<file path="src/rtl/owm_pkg.sv">
package owm_pkg;
  typedef enum logic [2:0] {
    RI_CMD  = 3'd0,
    RI_DATA = 3'd1,
    RI_STAT = 3'd2,
    RI_IEN  = 3'd3,
    RI_DIV  = 3'd4,
    RI_CTRL = 3'd5
  } reg_idx_e;

  typedef enum logic [1:0] {
    EN_IDLE,
    EN_RLOW,
    EN_RHIGH,
    EN_SLOT
  } eng_st_e;

  typedef struct packed {
    logic rsrf;
    logic rbf;
    logic txd;
    logic tbe;
    logic pdr;
    logic pd;
  } flags_t;
endpackage

</file>
<file path="src/rtl/owm_sync.sv">
module owm_sync #(
  parameter int STAGES = 2
) (
  input  logic clk_i,
  input  logic rst_ni,
  input  logic d_i,
  output logic q_o
);
  logic [STAGES-1:0] stg_q;

  generate
    for (genvar g = 0; g < STAGES; g++) begin : g_stage
      always_ff @(posedge clk_i or negedge rst_ni) begin
        if (!rst_ni) stg_q[g] <= 1'b1;
        else if (g == 0) stg_q[g] <= d_i;
        else stg_q[g] <= stg_q[(g == 0) ? 0 : g-1];
      end
    end
  endgenerate

  assign q_o = stg_q[STAGES-1];
endmodule

</file>
<file path="src/rtl/owm_tick.sv">
module owm_tick #(
  parameter int DIV_W = 8
) (
  input  logic             clk_i,
  input  logic             rst_ni,
  input  logic             run_i,
  input  logic [DIV_W-1:0] div_i,
  output logic             tick_o
);
  logic [DIV_W-1:0] cnt_q;

  assign tick_o = run_i && (cnt_q == div_i);

  always_ff @(posedge clk_i or negedge rst_ni) begin
    if (!rst_ni) cnt_q <= '0;
    else if (!run_i || tick_o) cnt_q <= '0;
    else cnt_q <= cnt_q + 1'b1;
  end

  AST_TICK_SPACING: assert property (@(posedge clk_i) disable iff (!rst_ni)
    (tick_o && div_i != '0) |=> (!tick_o || div_i == '0));
endmodule

</file>
<file path="src/rtl/owm_engine.sv">
module owm_engine
  import owm_pkg::*;
#(
  parameter int T_RSTL = 480,
  parameter int T_PDS  = 70,
  parameter int T_REC  = 410,
  parameter int T_SLOT = 65,
  parameter int T_LOW1 = 6,
  parameter int T_LOW0 = 60,
  parameter int T_SAMP = 15
) (
  input  logic       clk_i,
  input  logic       rst_ni,
  input  logic       tick_i,
  input  logic       abort_i,
  input  logic       rst_go_i,
  input  logic       byte_go_i,
  input  logic [7:0] tx_byte_i,
  input  logic       line_i,
  output logic       drive_o,
  output logic       busy_o,
  output logic       rst_busy_o,
  output logic       rst_done_o,
  output logic       present_o,
  output logic       byte_done_o,
  output logic [7:0] rx_byte_o
);
  localparam int TW = $clog2(T_RSTL + T_PDS + T_REC + T_SLOT + 1);
  localparam logic [TW-1:0] C_RLOW_END = TW'(T_RSTL - 1);
  localparam logic [TW-1:0] C_PDS      = TW'(T_PDS);
  localparam logic [TW-1:0] C_RHI_END  = TW'(T_PDS + T_REC - 1);
  localparam logic [TW-1:0] C_SLOT_END = TW'(T_SLOT - 1);
  localparam logic [TW-1:0] C_SAMP     = TW'(T_SAMP);
  localparam logic [TW-1:0] C_LOW1     = TW'(T_LOW1);
  localparam logic [TW-1:0] C_LOW0     = TW'(T_LOW0);

  eng_st_e       st_q;
  logic [TW-1:0] t_q;
  logic [2:0]    bit_q;
  logic [7:0]    tx_q, rx_q;
  logic          pres_q;

  always_ff @(posedge clk_i or negedge rst_ni) begin
    if (!rst_ni) begin
      st_q        <= EN_IDLE;
      t_q         <= '0;
      bit_q       <= '0;
      tx_q        <= '0;
      rx_q        <= '0;
      pres_q      <= 1'b0;
      rst_done_o  <= 1'b0;
      byte_done_o <= 1'b0;
    end else begin
      rst_done_o  <= 1'b0;
      byte_done_o <= 1'b0;
      if (abort_i) begin
        st_q <= EN_IDLE;
        t_q  <= '0;
      end else begin
        unique case (st_q)
          EN_IDLE: begin
            t_q <= '0;
            if (rst_go_i) st_q <= EN_RLOW;
            else if (byte_go_i) begin
              st_q  <= EN_SLOT;
              bit_q <= '0;
              tx_q  <= tx_byte_i;
            end
          end
          EN_RLOW: if (tick_i) begin
            if (t_q == C_RLOW_END) begin
              st_q <= EN_RHIGH;
              t_q  <= '0;
            end else t_q <= t_q + 1'b1;
          end
          EN_RHIGH: if (tick_i) begin
            if (t_q == C_PDS) pres_q <= !line_i;
            if (t_q == C_RHI_END) begin
              st_q       <= EN_IDLE;
              t_q        <= '0;
              rst_done_o <= 1'b1;
            end else t_q <= t_q + 1'b1;
          end
          EN_SLOT: if (tick_i) begin
            if (t_q == C_SAMP) rx_q[bit_q] <= line_i;
            if (t_q == C_SLOT_END) begin
              t_q <= '0;
              if (bit_q == 3'd7) begin
                st_q        <= EN_IDLE;
                byte_done_o <= 1'b1;
              end else bit_q <= bit_q + 1'b1;
            end else t_q <= t_q + 1'b1;
          end
          default: st_q <= EN_IDLE;
        endcase
      end
    end
  end

  assign drive_o    = (st_q == EN_RLOW) ||
                      (st_q == EN_SLOT && t_q < (tx_q[bit_q] ? C_LOW1 : C_LOW0));
  assign busy_o     = (st_q != EN_IDLE);
  assign rst_busy_o = (st_q == EN_RLOW) || (st_q == EN_RHIGH);
  assign present_o  = pres_q;
  assign rx_byte_o  = rx_q;

  AST_RST_ENDS_DONE: assert property (@(posedge clk_i) disable iff (!rst_ni)
    ($fell(rst_busy_o) && !$past(abort_i)) |-> rst_done_o);
  AST_BYTE_DONE_IDLE: assert property (@(posedge clk_i) disable iff (!rst_ni)
    byte_done_o |-> (!busy_o || byte_go_i || rst_go_i || $past(byte_go_i)));
endmodule

</file>
<file path="src/rtl/owm_byte_master.sv">
module owm_byte_master
  import owm_pkg::*;
#(
  parameter int BUS_SHIFT = 2,
  parameter int DIV_W     = 8,
  parameter int SYNC_STG  = 2,
  parameter int T_RSTL    = 480,
  parameter int T_PDS     = 70,
  parameter int T_REC     = 410,
  parameter int T_SLOT    = 65,
  parameter int T_LOW1    = 6,
  parameter int T_LOW0    = 60,
  parameter int T_SAMP    = 15
) (
  input  logic                 clk_i,
  input  logic                 rst_ni,
  input  logic                 cs_i,
  input  logic                 we_i,
  input  logic [BUS_SHIFT+2:0] addr_i,
  input  logic [7:0]           wdata_i,
  output logic [7:0]           rdata_o,
  output logic                 irq_o,
  output logic                 ow_pull_o,
  input  logic                 ow_line_i
);
  localparam int DIV_PAD = (DIV_W < 8) ? 8 - DIV_W : 0;

  logic       aligned;
  logic [2:0] idx;

  generate
    if (BUS_SHIFT > 0) begin : g_stride
      assign aligned = (addr_i[(BUS_SHIFT > 0 ? BUS_SHIFT-1 : 0):0] == '0);
    end else begin : g_nostride
      assign aligned = 1'b1;
    end
  endgenerate
  assign idx = addr_i[BUS_SHIFT +: 3];

  logic wr, rd, cmd_wr, data_wr, data_rd, stat_rd, swrst;
  assign wr      = cs_i && we_i && aligned;
  assign rd      = cs_i && !we_i && aligned;
  assign cmd_wr  = wr && idx == RI_CMD;
  assign data_wr = wr && idx == RI_DATA;
  assign data_rd = rd && idx == RI_DATA;
  assign stat_rd = rd && idx == RI_STAT;
  assign swrst   = cmd_wr && wdata_i[5];

  logic [7:0]       ien_q, ctrl_q, tx_buf_q, rx_buf_q, rx_hold_q;
  logic [DIV_W-1:0] div_q;
  logic             pend_q, force_q;
  flags_t           fl_q;

  logic       line_s, tick, eng_drive, eng_busy, eng_rbusy;
  logic       eng_rst_done, eng_present, eng_byte_done;
  logic [7:0] eng_rx;
  logic       rst_go, byte_go, rbf_after;

  assign rst_go  = cmd_wr && wdata_i[0] && !wdata_i[5] && !eng_busy;
  assign byte_go = pend_q && !eng_busy && !rst_go && !swrst;

  owm_sync #(.STAGES(SYNC_STG)) u_sync (
    .clk_i(clk_i), .rst_ni(rst_ni), .d_i(ow_line_i), .q_o(line_s)
  );

  owm_tick #(.DIV_W(DIV_W)) u_tick (
    .clk_i(clk_i), .rst_ni(rst_ni), .run_i(eng_busy), .div_i(div_q), .tick_o(tick)
  );

  owm_engine #(
    .T_RSTL(T_RSTL), .T_PDS(T_PDS), .T_REC(T_REC), .T_SLOT(T_SLOT),
    .T_LOW1(T_LOW1), .T_LOW0(T_LOW0), .T_SAMP(T_SAMP)
  ) u_eng (
    .clk_i(clk_i), .rst_ni(rst_ni), .tick_i(tick), .abort_i(swrst),
    .rst_go_i(rst_go), .byte_go_i(byte_go), .tx_byte_i(tx_buf_q),
    .line_i(line_s), .drive_o(eng_drive), .busy_o(eng_busy),
    .rst_busy_o(eng_rbusy), .rst_done_o(eng_rst_done), .present_o(eng_present),
    .byte_done_o(eng_byte_done), .rx_byte_o(eng_rx)
  );

  assign rbf_after = (data_rd && !fl_q.rsrf) ? 1'b0 : fl_q.rbf;

  always_ff @(posedge clk_i or negedge rst_ni) begin
    if (!rst_ni) begin
      ien_q     <= '0;
      ctrl_q    <= '0;
      div_q     <= '0;
      tx_buf_q  <= '0;
      rx_buf_q  <= '0;
      rx_hold_q <= '0;
      pend_q    <= 1'b0;
      force_q   <= 1'b0;
      fl_q      <= '0;
    end else if (swrst) begin
      pend_q  <= 1'b0;
      force_q <= 1'b0;
      fl_q    <= '0;
    end else begin
      if (cmd_wr) force_q <= wdata_i[2];
      if (wr && idx == RI_IEN)  ien_q  <= wdata_i;
      if (wr && idx == RI_CTRL) ctrl_q <= wdata_i;
      if (wr && idx == RI_DIV)  div_q  <= wdata_i[DIV_W-1:0];
      if (data_wr) begin
        tx_buf_q <= wdata_i;
        pend_q   <= 1'b1;
        fl_q.txd <= 1'b0;
      end else if (byte_go) pend_q <= 1'b0;
      if (stat_rd) begin
        fl_q.pd  <= 1'b0;
        fl_q.txd <= 1'b0;
      end
      if (data_rd) begin
        if (fl_q.rsrf) begin
          rx_buf_q  <= rx_hold_q;
          fl_q.rsrf <= 1'b0;
        end else fl_q.rbf <= 1'b0;
      end
      if (eng_rst_done) begin
        fl_q.pd  <= 1'b1;
        fl_q.pdr <= !eng_present;
      end
      if (eng_byte_done) begin
        if (!pend_q && !data_wr) fl_q.txd <= 1'b1;
        if (!rbf_after) begin
          rx_buf_q <= eng_rx;
          fl_q.rbf <= 1'b1;
        end else begin
          rx_hold_q <= eng_rx;
          fl_q.rsrf <= 1'b1;
        end
      end
    end
  end

  flags_t fl_view;
  always_comb begin
    fl_view     = fl_q;
    fl_view.tbe = !pend_q;
  end

  logic irq_any;
  assign irq_any   = |({fl_view.rsrf, fl_view.rbf, fl_view.txd, fl_view.tbe, 1'b0, fl_view.pd}
                       & {ien_q[5:2], 1'b0, ien_q[0]});
  assign irq_o     = ien_q[1] ? irq_any : !irq_any;
  assign ow_pull_o = eng_drive || (force_q && ien_q[6]);

  always_comb begin
    rdata_o = '0;
    if (rd) begin
      unique case (idx)
        RI_CMD:  rdata_o = {4'b0, line_s, 2'b0, eng_rbusy};
        RI_DATA: rdata_o = rx_buf_q;
        RI_STAT: rdata_o = {2'b0, fl_view};
        RI_IEN:  rdata_o = ien_q;
        RI_DIV:  rdata_o = 8'({{DIV_PAD{1'b0}}, div_q});
        RI_CTRL: rdata_o = ctrl_q;
        default: rdata_o = '0;
      endcase
    end
  end

  AST_SWRST_RELEASE: assert property (@(posedge clk_i) disable iff (!rst_ni)
    swrst |=> !ow_pull_o);
  AST_RBF_CLEAR: assert property (@(posedge clk_i) disable iff (!rst_ni)
    (data_rd && !fl_q.rsrf && !eng_byte_done) |=> !fl_q.rbf);
  AST_STAT_CLEAR: assert property (@(posedge clk_i) disable iff (!rst_ni)
    (stat_rd && !eng_rst_done && !eng_byte_done) |=> (!fl_q.pd && !fl_q.txd));
  AST_PD_SOURCE: assert property (@(posedge clk_i) disable iff (!rst_ni)
    $rose(fl_q.pd) |-> $past(eng_rst_done));
  AST_BYTE_START: assert property (@(posedge clk_i) disable iff (!rst_ni || swrst)
    (data_wr && !eng_busy && !pend_q) |=> ##1 eng_busy);
  AST_FORCE_GATED: assert property (@(posedge clk_i) disable iff (!rst_ni)
    (!ien_q[6] && !eng_busy) |-> !ow_pull_o);
endmodule

</file>
<file path="config.mk">
export PLATFORM = sky130hd
export DESIGN_NAME = owm_byte_master
export DESIGN_NICKNAME = d
export VERILOG_FILES = /design/src/rtl/owm_pkg.sv /design/src/rtl/owm_sync.sv /design/src/rtl/owm_tick.sv /design/src/rtl/owm_engine.sv /design/src/rtl/owm_byte_master.sv
export SDC_FILE = /design/constraint.sdc
export NUM_CORES = 1
export LEC_CHECK = 0
export BUFFER_PORTS_ARGS = -buffer_cell sky130_fd_sc_hd__buf_2
export CAP_MARGIN = 10
export CELL_PAD_IN_SITES_DETAIL_PLACEMENT = 1
export CELL_PAD_IN_SITES_GLOBAL_PLACEMENT = 1
export CORE_MARGIN = 2
export CORE_UTILIZATION = 54
export DETAILED_ROUTE_END_ITERATION = 10
export HOLD_SLACK_MARGIN = 0.02
export PLACE_DENSITY = 0.84
export SLEW_MARGIN = 20
export SYNTH_ARGS = -nofsm -noshare
export SYNTH_HDL_FRONTEND = slang
export SYNTH_HIERARCHICAL = 1
export SYNTH_SLANG_ARGS = --single-unit
</file>
<file path="constraint.sdc">
create_clock -name clk_i -period 5.76 [get_ports clk_i]
set_input_delay 1.152 -clock clk_i [delete_from_list [all_inputs] [get_ports clk_i]]
set_output_delay 1.152 -clock clk_i [all_outputs]
set_load 0.01 [all_outputs]
</file>
==> flow_metrics.py <==
metrics = {
    "outcome": {
        "outcome": "finished clean",
    },
    "placed_design": {
        "portBuffers": 27,
        "dpl_worst_slack_ns": 2.02,
        "routabilityCongestion": 0.859,
        "post_dp_cell_area_um2": 5640,
        "dp_hpwl_um": 10200,
    },
    "synth": {
        "synth_top_cells_by_area": "dfrtp_1, mux2_2, ha_1",
        "yosys-top-cells-count": "dfrtp_1, mux2_2, nand2_1, nor2_1, inv_1",
        "ys_async_sr_fraction": 1.00,
        "synth_edf_count": 0,
        "synth-seq-area-share": 0.461,
        "ys.flop_type": "dfrtp_1",
        "syn_nets": 505,
        "synth_top_area_frac": 0.452,
        "yosysMostFrequentCell": "dfrtp_1",
        "synth_area_um2": 5430,
        "synthDistinctLibCells": 69,
        "syn_area_per_cell_um2": 11.5,
        "synthCells": 473,
        "synth_area_leader_cell": "dfrtp_1",
        "yosys_warnings": 6,
        "ys_ff_latch": 100,
    },
    "setup_path": {
        "cp.depth": 9,
        "cp-end-kind": "primary output",
        "cp_max_fo": 13,
        "crit_slowest_cell": "dfrtp_1",
        "crit_path_start_kind": "register",
        "rr_startpoint": "div_q[7]$_DFFE_PN0P_",
        "reg2reg_slack_ns": 2.56,
        "r2r_cells": 8,
        "critPathArrivalTime_ns": 2.96,
        "cp.buffers_inverters": 1,
        "rr_endpoint": "u_eng/rx_byte_o[0]$_DFFE_PN0P_",
        "crit_chain": "and4b_1 -> a31oi_1 -> o311ai_0 -> ha_1 -> nand3b_1 -> a211o_1 -> a31o_2 -> a21o_1 -> buf_2",
        "crit_family": "compound AO/OA/AOI/OAI gates",
        "crit_required_ns": 4.61,
        "criticalPathCategory": "register to primary output",
        "slowest_delay_ns": 0.55,
    },
    "pwr": {
        "comb_power_share": 0.313,
        "leakage_nw": 2.63,
        "p_clk_frac": 0.231,
        "seq_power_share": 0.457,
        "power_density_nw_per_um2": 316,
        "vdd_drop_max_v": 0.000259,
        "p_switching_uw": 666,
        "switching_share": 0.362,
        "internal_power_mw": 1.17,
    },
    "layout": {
        "nets": 527,
        "syn_to_final_growth_pct": 7.33,
        "regArea_um2": 2500,
        "diodes": 0,
        "multi_input_area_um2": 2740,
        "fillers": 1048,
        "fin_area_um2": 5830,
        "utilization": 0.596,
        "drive_above_1_share": 0.254,
    },
    "route": {
        "drt-wirelength-per-cell_um": 21.6,
        "drtIter0Drc": 188,
        "via_per_inst": 6.27,
        "route.detailed.drc": 0,
        "vias": 3967,
        "drt_wl_total_um": 13600,
        "dr.pass1.iters": 4,
        "ant_nets": 0,
    },
    "clocking": {
        "clockRootBuffer": "clkbuf_8",
        "cts_tree": "done",
        "path_clk_slew_ns": 0.08,
        "cts_buffers": 9,
        "cts_sinks": 100,
        "worstSkewPairLatency_ns": 0.37,
        "cts_max_level": 3,
        "hold_buffers": 0,
        "clock_tree.buffer_depth": 2,
        "ctsResizeCount": 0,
        "cts_setup_buffers": 0,
    },
    "grt": {
        "grt_start_max_net_pins": 58,
        "grt_busiest_layer": "met2",
        "use_met3": 0.0627,
        "grt_antenna_before_repair": 0,
        "grt_use_total": 0.267,
        "overflow": 0,
        "grt_pass1_vias": 4251,
        "grt_util_met1": 0.342,
        "met2_usage": 0.449,
        "grt_pass1_wl_um": 22800,
    },
    "timing": {
        "slew_viol_final": 0,
        "relSlewSlack": 0.417,
        "max_freq_ghz": 0.243,
        "finalClockSkew_ns": 0.0140,
        "fin_tns_setup_ns": 0,
        "final-setup-viol-count": 0,
        "worst_slack_ns": 1.65,
        "min_period_ns": 4.11,
        "worst_pin_slew_ns": 0.872,
        "fin_crit_sh": 0.713,
        "rsz0062_at_grt": "false",
        "hold_slack_ns": 0.362,
        "hold_viol": 0,
    },
    "worst_hold_path": {
        "hold_path_class": "register to register",
        "hold_path_depth": 0,
        "min-delay-start": "u_sync/stg_q[0]$_DFF_PN1_",
        "hold_end": "u_sync/q_o$_DFF_PN1_",
    },
    "die": {
        "coreArea_um2": 9770,
        "die_y_um": 104,
        "start_util": 0.556,
        "io_pins": 28,
        "die-area_um2": 10900,
        "fp.dieW_um": 104,
        "core.rowCount": 36,
    },
    "job": {
        "maxCapViolCount": 0,
    },
}
## cells in the final DEF, fill, tap and decap left out, types with 12 or more instances in the layout
master and n:
inv_1 22, nor2_1 27, ha_1 14, a22o_1 15, nand2_1 27, buf_2 26, a21oi_1 15, clkbuf_8 12
mux2_2 56, dfrtp_1 98, nand3_1 14, o21ai_0 17, mux2i_1 12
## worst register-to-register path, cell delays in order (launching register included)
cell and delay [ns]:
dfrtp_1 0.45, xor2_2 0.20, nor4_2 0.75, and3_1 0.37, nor2b_1 0.29, and2_1 0.21
nand4b_1 0.20, nor3_1 0.27, mux2_2 0.37
## registers in the layout, indices dropped and copies added (netlist names)
| signal | flops |
|---|---|
| rx_buf_q | 8 |
| u_eng/rx_byte_o | 8 |
| u_eng/byte_done_o | 1 |
| ctrl_q | 8 |
| u_eng/t_q | 11 |
| force_q | 1 |
| fl_q | 5 |
| rx_hold_q | 8 |
| u_eng/bit_q | 3 |
| u_eng/tx_q | 8 |
| pend_q | 1 |
| u_tick/cnt_q | 8 |
| u_sync/q_o | 1 |
| u_sync/stg_q | 1 |
| tx_buf_q | 8 |
| u_eng/st_q | 2 |
| div_q | 8 |
| ien_q | 8 |
| u_eng/rst_done_o | 1 |
| u_eng/present_o | 1 |
## how the worst max path moves through the flow
stage,from,to,slack [ns]
final,u_eng/bit_q[0]$_DFFE_PN0P_,ow_pull_o,1.65
after global routing,u_eng/bit_q[1]$_DFFE_PN0P_,ow_pull_o,1.45
after detailed placement,addr_i[0],u_eng/bit_q[0]$_DFFE_PN0P_,2.02
after floorplan,u_eng/bit_q[0]$_DFFE_PN0P_,ow_pull_o,2.44
after global placement,u_eng/bit_q[1]$_DFFE_PN0P_,ow_pull_o,2.13
after CTS,u_eng/bit_q[0]$_DFFE_PN0P_,ow_pull_o,1.64
## power by group through the flow
stage / logic (mW) / clock network [mW] / registers, mW
CTS: 0.579 / 0.441 / 0.839
finish: 0.575 / 0.425 / 0.840
global placement: 0.553 / 0 / 0.846
detailed placement: 0.576 / 0 / 0.853
floorplan: 0.425 / 0 / 0.821
global route: 0.638 / 0.465 / 0.849
## metal layers
metal  wire length (µm)  part of all wire
met5                  0                 0
met4                279             0.020
met3                508             0.037
met2               6920              0.51
met1               5940              0.44
## metrics by stage
step	cells	total power, mW
2_1_floorplan	473	1.25
3_3_place_gp	617	1.40
3_5_place_dp	617	1.43
4_1_cts	633	1.86
5_1_grt	633	1.95
6_report	633	1.84
## cell type report
type,instances,share of cell area
Sequential cell,100,0.430
Inverter,22,0.0142
Tap cell,133,0.0286
Multi-Input combinational cell,334,0.470
Timing Repair Buffer,28,0.0249
Clock buffer,13,0.0290
Clock inverter,3,0.00343
## logic make-up after synthesis
family,share of synthesized area
XOR/XNOR,0.0221
flip-flops,0.461
AND/OR/NAND/NOR,0.152
multiplexers,0.153
buffers and inverters,0.0341
AO/OA/AOI/OAI,0.145
adder cells (fa/ha/maj),0.0323
Note: power is estimated with default switching activity, not from simulation.
